[src/rtl/ref_mon_pkg.sv]
package ref_mon_pkg;

  // events from the datapath to the control
  typedef struct packed {
    logic noActivity;
    logic edgeSeen;
  } mon_evt_t;

  // strobes from the control to the datapath
  typedef struct packed {
    logic clearHistory;
  } mon_cmd_t;

  typedef enum logic [0:0] {
    TRACKING = 1'b0,
    HOLDOVER = 1'b1
  } mon_state_t;

endpackage

[src/rtl/ref_mon_datapath.sv]
module ref_mon_datapath
  import ref_mon_pkg::*;
#(
  parameter int CNT_W       = 12,
  parameter int LIMIT_STD   = 2,
  parameter int LIMIT_HIGH  = 4,
  parameter int TOL_SHIFT_A = 7,
  parameter int TOL_SHIFT_B = 9
) (
  input  logic             clk,
  input  logic             rstN,
  input  logic             refEdge,
  input  logic [CNT_W-1:0] nomPeriod,
  input  logic             highRate,
  input  mon_cmd_t         cmd,
  output mon_evt_t         evt,
  output logic             rangeFault,
  output logic             fillEvent
);

  localparam int CW = CNT_W + $clog2(LIMIT_HIGH + 1) + 1;

  logic [CW-1:0] nomExt;
  logic [CW-1:0] halfNom;
  logic [CW-1:0] thr;
  logic [CW-1:0] gapCnt;
  logic [CW-1:0] period;
  logic [CW-1:0] tol;
  logic [CW-1:0] loBound;
  logic [CW-1:0] hiBound;
  logic          havePrev;
  logic          noAct;
  logic          rangeBad;

  assign nomExt  = CW'(nomPeriod);
  assign halfNom = nomExt >> 1;

  // timeout = (limit + 0.5) nominal periods
  assign thr = (highRate ? nomExt * CW'(LIMIT_HIGH) : nomExt * CW'(LIMIT_STD)) + halfNom;

  // frequency tolerance picked by parameters
  generate
    if (TOL_SHIFT_B > 0) begin : g_tolTwoTerm
      assign tol = (nomExt >> TOL_SHIFT_A) + (nomExt >> TOL_SHIFT_B);
    end else begin : g_tolOneTerm
      assign tol = nomExt >> TOL_SHIFT_A;
    end
  endgenerate

  assign loBound = nomExt - tol;
  assign hiBound = nomExt + tol;
  assign period  = gapCnt + CW'(1);

  // gap counter: restarts on every strobe, parks at the threshold
  always_ff @(posedge clk) begin
    if (!rstN) begin
      gapCnt <= '0;
    end else if (refEdge) begin
      gapCnt <= '0;
    end else if (gapCnt < thr) begin
      gapCnt <= gapCnt + CW'(1);
    end
  end

  assign noAct = !refEdge && (thr != '0) && (gapCnt == thr - CW'(1));

  // a previous strobe is needed before an interval can be judged
  always_ff @(posedge clk) begin
    if (!rstN) begin
      havePrev <= 1'b0;
    end else if (cmd.clearHistory) begin
      havePrev <= 1'b0;
    end else if (refEdge) begin
      havePrev <= 1'b1;
    end
  end

  assign rangeBad = refEdge && havePrev && ((period < loBound) || (period > hiBound));

  always_ff @(posedge clk) begin
    if (!rstN) begin
      rangeFault <= 1'b0;
      fillEvent  <= 1'b0;
    end else begin
      rangeFault <= rangeBad;
      fillEvent  <= rangeBad | noAct;
    end
  end

  assign evt.noActivity = noAct;
  assign evt.edgeSeen   = refEdge;

endmodule

[src/rtl/ref_mon_control.sv]
module ref_mon_control
  import ref_mon_pkg::*;
(
  input  logic     clk,
  input  logic     rstN,
  input  mon_evt_t evt,
  input  logic     lolMode,
  input  logic     actAlarm,
  input  logic     dpllLocked,
  input  logic     failIrqEn,
  input  logic     lolIrqEn,
  input  logic     pinEn,
  input  logic     statusClr,
  output mon_cmd_t cmd,
  output logic     miniHoldover,
  output logic     srFail,
  output logic     irq,
  output logic     failPin,
  output logic     lossOfLock,
  output logic     lockModePf
);

  mon_state_t state;
  mon_state_t stateNext;
  logic       enterHold;
  logic       relockDone;
  logic       lolQ;
  logic       pfQ;
  logic       failQ;

  always_comb begin
    stateNext = state;
    case (state)
      TRACKING: if (evt.noActivity) stateNext = HOLDOVER;
      HOLDOVER: if (evt.edgeSeen && !actAlarm) stateNext = TRACKING;
      default:  stateNext = TRACKING;
    endcase
  end

  assign enterHold  = (state == TRACKING) && evt.noActivity;
  assign relockDone = (state == TRACKING) && !evt.noActivity && dpllLocked && lolQ;

  always_ff @(posedge clk) begin
    if (!rstN) begin
      state <= TRACKING;
      lolQ  <= 1'b0;
      pfQ   <= 1'b0;
      failQ <= 1'b0;
    end else begin
      state <= stateNext;
      if (enterHold) begin
        lolQ <= lolQ | lolMode;
        pfQ  <= pfQ | lolMode;
      end else if (relockDone) begin
        lolQ <= 1'b0;
        pfQ  <= 1'b0;
      end
      if (evt.noActivity) begin
        failQ <= 1'b1;
      end else if (statusClr) begin
        failQ <= 1'b0;
      end
    end
  end

  assign cmd.clearHistory = evt.noActivity;

  assign miniHoldover = (state == HOLDOVER);
  assign srFail       = failQ;
  assign lossOfLock   = lolQ;
  assign lockModePf   = pfQ;
  assign irq          = (failQ & failIrqEn) | (lolQ & lolIrqEn);
  assign failPin      = failQ & pinEn;

endmodule

[src/rtl/ref_fast_monitor.sv]
module ref_fast_monitor
  import ref_mon_pkg::*;
#(
  parameter int CNT_W       = 12,
  parameter int LIMIT_STD   = 2,
  parameter int LIMIT_HIGH  = 4,
  parameter int TOL_SHIFT_A = 7,
  parameter int TOL_SHIFT_B = 9
) (
  input  logic             clk,
  input  logic             rstN,
  input  logic             refEdge,
  input  logic [CNT_W-1:0] nomPeriod,
  input  logic             highRate,
  input  logic             lolMode,
  input  logic             actAlarm,
  input  logic             dpllLocked,
  input  logic             failIrqEn,
  input  logic             lolIrqEn,
  input  logic             pinEn,
  input  logic             statusClr,
  output logic             miniHoldover,
  output logic             srFail,
  output logic             irq,
  output logic             failPin,
  output logic             lossOfLock,
  output logic             lockModePf,
  output logic             rangeFault,
  output logic             fillEvent
);

  mon_evt_t evt;
  mon_cmd_t cmd;

  ref_mon_datapath #(
    .CNT_W      (CNT_W),
    .LIMIT_STD  (LIMIT_STD),
    .LIMIT_HIGH (LIMIT_HIGH),
    .TOL_SHIFT_A(TOL_SHIFT_A),
    .TOL_SHIFT_B(TOL_SHIFT_B)
  ) u_datapath (
    .clk       (clk),
    .rstN      (rstN),
    .refEdge   (refEdge),
    .nomPeriod (nomPeriod),
    .highRate  (highRate),
    .cmd       (cmd),
    .evt       (evt),
    .rangeFault(rangeFault),
    .fillEvent (fillEvent)
  );

  ref_mon_control u_control (
    .clk         (clk),
    .rstN        (rstN),
    .evt         (evt),
    .lolMode     (lolMode),
    .actAlarm    (actAlarm),
    .dpllLocked  (dpllLocked),
    .failIrqEn   (failIrqEn),
    .lolIrqEn    (lolIrqEn),
    .pinEn       (pinEn),
    .statusClr   (statusClr),
    .cmd         (cmd),
    .miniHoldover(miniHoldover),
    .srFail      (srFail),
    .irq         (irq),
    .failPin     (failPin),
    .lossOfLock  (lossOfLock),
    .lockModePf  (lockModePf)
  );

endmodule

[config.mk]
export PLATFORM = sky130hd
export DESIGN_NAME = ref_fast_monitor
export DESIGN_NICKNAME = d
export VERILOG_FILES = /design/src/rtl/ref_mon_pkg.sv /design/src/rtl/ref_mon_datapath.sv /design/src/rtl/ref_mon_control.sv /design/src/rtl/ref_fast_monitor.sv
export SDC_FILE = /design/constraint.sdc
export NUM_CORES = 1
export LEC_CHECK = 0
export BUFFER_PORTS_ARGS = -buffer_cell sky130_fd_sc_hd__buf_2
export CAP_MARGIN = 40
export CORE_MARGIN = 2
export CORE_UTILIZATION = 50
export CTS_CLUSTER_DIAMETER = 60
export DETAILED_ROUTE_END_ITERATION = 8
export PLACE_DENSITY = 0.78
export REMOVE_ABC_BUFFERS = 1
export SLEW_MARGIN = 25
export SYNTH_ARGS = -nofsm -noshare
export SYNTH_HDL_FRONTEND = slang
export SYNTH_SLANG_ARGS = --single-unit
[constraint.sdc]
create_clock -name clk -period 4.45 [get_ports clk]
set_input_delay 0.445 -clock clk [delete_from_list [all_inputs] [get_ports clk]]
set_output_delay 0.445 -clock clk [all_outputs]
set_load 0.05 [all_outputs]
## Word level (Yosys, flattened, before mapping)

Index checks and enable logic that the tools add are counted.

- Shifts and indexed selects: 0
- Bitwise operators: 9
- Multipliers: 0
- Reductions and logical operators: 18
- Equality and inequality tests: 1
- Magnitude comparators: 3
- Divide/modulo/power cells: 0
- Add/subtract/negate cells: 6
- Multiplexer cells: 9

Operators with widths:

| operator | number |
|---|---|
| 16-bit less-than comparator | 2 |
| 12-bit by 16-bit adder with 16-bit output | 1 |
| 16-bit by 1-bit adder with 16-bit output, second input constant | 1 |
| 16-bit by 11-bit adder with 16-bit output | 1 |
| 16-bit equality test | 1 |
| 16-bit > comparator | 1 |
| 16-bit nonzero test | 1 |
| 12-bit by 16-bit subtractor with 16-bit output | 1 |
| 16-bit by 1-bit subtractor with 16-bit output, second input constant | 1 |
| 14-bit 2-to-1 mux | 1 |
| 1-bit logical AND | 9 |
| 1-bit 2-to-1 mux | 7 |
| 5-bit by 3-bit adder with 6-bit output | 1 |
| 1-bit OR | 4 |
| 2-bit nonzero test | 2 |
| 2-bit OR reduction | 2 |
| 1-bit bitwise AND | 3 |
| 1-bit zero test | 3 |
| 1-bit inverter | 2 |
| 1-bit one-hot mux with 2 select lines | 1 |
| 1-bit logical OR | 1 |

- Bits in latches: 0
- Bits in writable memories: 0
- Bits in registers: 23
- Memories kept: 0
- Output and inout port bits: 8
- Bits of input ports: 23
- ROM bits: 0
- Word-level logic and storage cells: 54

## Depth between registers and ports, before layout

- Depth after elaboration: 11
- Mapped depth: 22
- Mapped depth without buffers: 22

## Cells and area by module

A second synthesis with hierarchy kept.

- Cells, all modules: 556
- Area, all modules: 4304.1 um2

Modules (own cells, without submodules):

| module | seq. area each (um2) | area each (um2) | times used | cells an instance |
|---|---|---|---|---|
| ref_mon_datapath | 380.4 | 4121.5 | 1 | 536 |
| ref_mon_control | 80.1 | 182.7 | 1 | 20 |

## Worst setup path before layout

No wires, ideal clock.

- Path type: in2reg
- Start: input highRate
- End: register u_datapath.gapCnt[1]
- Library setup time: 128 ps
- Stages: 18
- Path buffers: 3
- Slack: -120 ps
- Data arrival time: 4442 ps
- Data required time: 4322 ps
- Path through: buf_4 > clkbuf_1 > mux2_2 > ha_1 > a21o_1 > a21oi_1 > a21oi_1 > xnor2_1 > inv_1 > ha_1 > or2_2 > o32a_1 > nand3_1 > a211oi_2 > nor3_4 > buf_6 > mux2i_1 > nor2_1

- Cells in the longest elaborated chain, start to end: 3

Ends and longest elaborated chain:

| item | RTL line | text |
|---|---|---|
| from (decl) | ref_fast_monitor.sv:14 | `input logic highRate,` |
| 14-bit 2-to-1 mux | ref_mon_datapath.sv:39 | `assign thr = (highRate ? nomExt * CW'(LIMIT_HIGH) : nomExt * CW'(LIMIT_STD)) + halfNom;` |
| 16-bit by 11-bit adder with 16-bit output | ref_mon_datapath.sv:39 |  |
| 16-bit less-than comparator | ref_mon_datapath.sv:60 | `end else if (gapCnt < thr) begin` |
| to (signal assigned) | ref_mon_datapath.sv:61 | `gapCnt <= gapCnt + CW'(1);` |
| to (decl) | ref_mon_datapath.sv:26 | `logic [CW-1:0] gapCnt;` |

No other way between the ends.
A chain may end at the register's enable or synchronous reset.

## Worst setup path in the final report

- Start: input highRate
- End: register u_datapath.gapCnt[2]

The elaborated chain is that of the path after synthesis.

==> reports/metrics.yaml <==
place:
  placed_area_um2: 5170
  dp.cells: 742
  hpwl_mm: 10.1
  gp_congestion: 0.912
  io_buffers: 30
global_routing:
  grt_max_degree: 17
  globalRouteMet2Util: 0.435
  grtUsageTotal: 0.245
  grt_use_met1: 0.320
  gr-total-overflow: 0
  grt_antenna_before_repair: 0
  grt_pass1_wl_mm: 20.1
  grt_pass1_vias: 4354
  busiest_layer: "met2"
  use_met3: 0.0148
synthesis:
  ys.flop_type: "dfxtp_1"
  seq_area_frac_synth: 0.101
  netlist_area_um2: 4580
  synth_area_per_cell_um2: 7.99
  synth_cells: 573
  synth-seq-cells: 23
  synth_edf_count: 0
  async_flop_share: 0
  yosys_warnings: 0
  synth_cell_types: 87
min_path:
  hp-class: "primary input to flop"
  worstHoldStart: "statusClr"
  worstHoldPathCells: 3
  worstHoldEndpoint: "u_control.srFail"
cts:
  cts_inserted_buffers: 3
  path_clk_slew_ns: 0.09
  clk-insertion-delay-late_ns: 0.27
  cts_tree: "yes"
  ctsLongestPathBuffers: 2
  htreeDepth: 1
  cts_root_buf: "clkbuf_8"
  clock_sinks: 23
layout:
  nFillCells: 772
  stdcell_count: 749
  drive_gt1_frac: 0.226
  diodes: 0
  finalCoreUtilization: 0.607
  nets: 739
  synthToLayoutAreaGrowth_pct: 16.7
  post-route-cell-area_um2: 5340
floorplan:
  die_area_um2: 9940
  die_y_um: 99.7
  rows: 34
  die_x_um: 99.7
  pin_count: 31
  core_region_area_um2: 8810
  initial_utilization: 0.520
timing:
  hold_viol_final: 0
  finalCritPeriodShare: 0.955
  post-route-min-period_ns: 4.25
  rsz0062_at_grt: "true"
  tightest_slew_ns: 0.790
  fmax_ghz: 0.235
  slew_violations: 0
  setup_viol: 0
  maxSlewHeadroom: 0.471
  fin_skew_ns: 0.00700
worst_setup_path:
  crit_fanout: 8
  worst-setup-path-type: "primary input to flop"
  crit_path_end_kind: "flop"
  required_ns: 4.59
  rr_startpoint: "u_datapath.gapCnt[0]"
  startpoint_type: "primary input"
  r2r_cells: 14
  r2r-end: "u_datapath.fillEvent"
  cp.arrival_ns: 4.39
  ff2ff_setup_slack_ns: 0.84
status:
  outcome: "completed"
flow_run:
  drv_cap: 0
detailed_routing:
  detail_route.iter0.violations: 244
  drtPass1Iterations: 5
  num_vias: 4482
  wl_per_cell_um: 16.4
  drc_errors: 0
  post_drt_via_cell_ratio: 5.98
  ant_nets: 0
  drt-total-wl_mm: 12.3
pwr:
  p_leak_nw: 2.50
  ir_drop_v: 0.0000996
  power_density_nw_per_um2: 188
==> kinds of logic (layout without fill, tap and decap cells) <==
group | Yosys count | count (layout) | share of synthesized area
adders and majority gates | 74 | 74 | 0.209
muxes | 18 | 18 | 0.0429
and+or+nand+nor | 201 | 201 | 0.231
buffers and inverters | 52 | 120 | 0.0459
AOI/OAI and AO/OA | 141 | 141 | 0.244
xor gates and xnor gates | 64 | 64 | 0.127
DFF | 23 | 23 | 0.101
==> metal layers <==
metal  vias up  share of wire
li1       2220              -
met1      2139           0.45
met2       109           0.49
met3        14          0.042
met4         0          0.018
met5         -              0
==> worst max-delay path: stages <==
cell and delay (ns):
clkbuf_4 0.17, buf_4 0.16, nand2_1 0.05, o21a_1 0.13
inv_1 0.05, ha_1 0.28, a211oi_2 0.29, o21ai_1 0.17
a21o_1 0.21, and2_1 0.17, inv_1 0.05, ha_1 0.23
nand3_1 0.09, a21oi_1 0.06, a311oi_2 0.38, a41oi_2 0.21
o32ai_4 0.33, buf_12 0.16, a211oi_4 0.05, nor4b_2 0.37
buf_4 0.17, xnor2_1 0.11, nor2_1 0.05
==> flip-flops by register name (all words and copies together), names as in the netlist <==
register and cells:
u_datapath.gapCnt 16, u_datapath.havePrev 1, u_control.lossOfLock 1, u_control.miniHoldover 1, u_datapath.rangeFault 1, u_control.lockModePf 1
u_datapath.fillEvent 1, u_control.srFail 1
==> repair_timing <==
| action | 4_1_cts | 5_1_grt |
|---|---|---|
| gates resized for setup | 0 | 16 |
| setup buffers | 0 | 3 |
| hold buffers | 0 | 0 |
| endpoints found under the setup margin | 0 | 18 |
==> stage by stage <==
step	worst slack [ns]	total power, mW	hold slack [ns]	TNS [ns]
finish	0.199	1.01	0.438	0
floorplan	0.233	0.647	0.446	0
global route	-0.0348	1.09	0.449	-0.102
global placement	-0.0222	0.825	0.469	-0.0222
detailed placement	-0.183	0.848	0.476	-0.917
CTS	0.0828	0.979	0.442	0
==> cells in the final DEF, fill, tap and decap left out, types with 3 or more instances in the layout <==
cell      Yosys  routed
ha_1         70      69
buf_4         1      54
nor2_1       45      45
nand2_1      42      42
xnor2_1      43      41
a21oi_1      33      32
buf_2         3      29
inv_1        28      28
dfxtp_1      23      23
xor2_1       19      18
nand3_1      18      16
nor3_1       15      14
and3_1       12      12
o21ai_0      12      12
nor2b_1      11      11
nand2b_1     11      11
and2_1       10      10
a21o_1        8       8
o21a_1        8       8
mux2_2        8       8
mux2i_1       8       8
o21ai_1       7       7
nand4_1       7       7
o21bai_1      6       6
o211a_1       6       6
a211o_1       5       5
a31o_1        5       5
nor4_1        6       4
a31oi_1       4       4
fa_1          4       4
a211oi_2      4       3
xnor2_2       1       3
nand4b_1      3       3
nor3b_1       3       3
a311oi_1      3       3
o211ai_1      3       3
clkbuf_8      0       3
==> area by class of cell <==
cell class | instances | area (µm²) | share of cell area
Multi-Input combinational cell | 498 | 3990 | 0.747
Timing Repair Buffer | 86 | 598 | 0.112
Sequential cell | 23 | 460 | 0.0862
Tap cell | 108 | 135 | 0.0253
Inverter | 30 | 113 | 0.0211
Clock buffer | 3 | 41.3 | 0.00773
Clock inverter | 1 | 5.00 | 0.000937
==> where the power goes <==
part / total (mW) / leakage (nW) / internal [mW] / switching, mW
Combinational: 0.664 / 2.29 / 0.312 / 0.352
Clock: 0.132 / 0.0255 / 0.0626 / 0.0694
Sequential: 0.210 / 0.186 / 0.208 / 0.00199
==> worst max path at each step <==
stage / startpoint / end / slack [ns]
after global routing: highRate / u_datapath.gapCnt[2] / -0.03
after CTS: nomPeriod[7] / u_datapath.fillEvent / 0.08
after global placement: nomPeriod[7] / u_datapath.fillEvent / -0.02
after detailed placement: nomPeriod[7] / u_datapath.fillEvent / -0.18
final: highRate / u_datapath.gapCnt[2] / 0.20
after floorplan: nomPeriod[1] / u_datapath.gapCnt[3] / 0.23
==> cells in the mapped netlist (4+ instances only) <==
cell type | number | area (µm²)
nand2b_1 | 11 | 68.8
a21oi_1 | 33 | 165
clkbuf_1 | 15 | 56.3
mux2i_1 | 8 | 80.1
mux2_2 | 8 | 90.1
o21ai_1 | 7 | 35.0
xor2_1 | 19 | 166
nor2b_1 | 11 | 68.8
o21ai_0 | 12 | 60.1
fa_1 | 4 | 80.1
and3_1 | 12 | 75.1
nor3_1 | 15 | 75.1
o21bai_1 | 6 | 45.0
ha_1 | 70 | 876
o21a_1 | 8 | 60.1
nand2_1 | 42 | 158
a211oi_2 | 4 | 50.1
nor2_1 | 45 | 169
dfxtp_1 | 23 | 460
o211a_1 | 6 | 60.1
a21o_1 | 8 | 60.1
a31oi_1 | 4 | 25.0
nand3_1 | 18 | 90.1
a211o_1 | 5 | 43.8
xnor2_1 | 43 | 377
a31o_1 | 5 | 43.8
nand4_1 | 7 | 43.8
nor4_1 | 6 | 37.5
and2_1 | 10 | 62.6
inv_1 | 28 | 105
(Power assumes the default switching activity.)
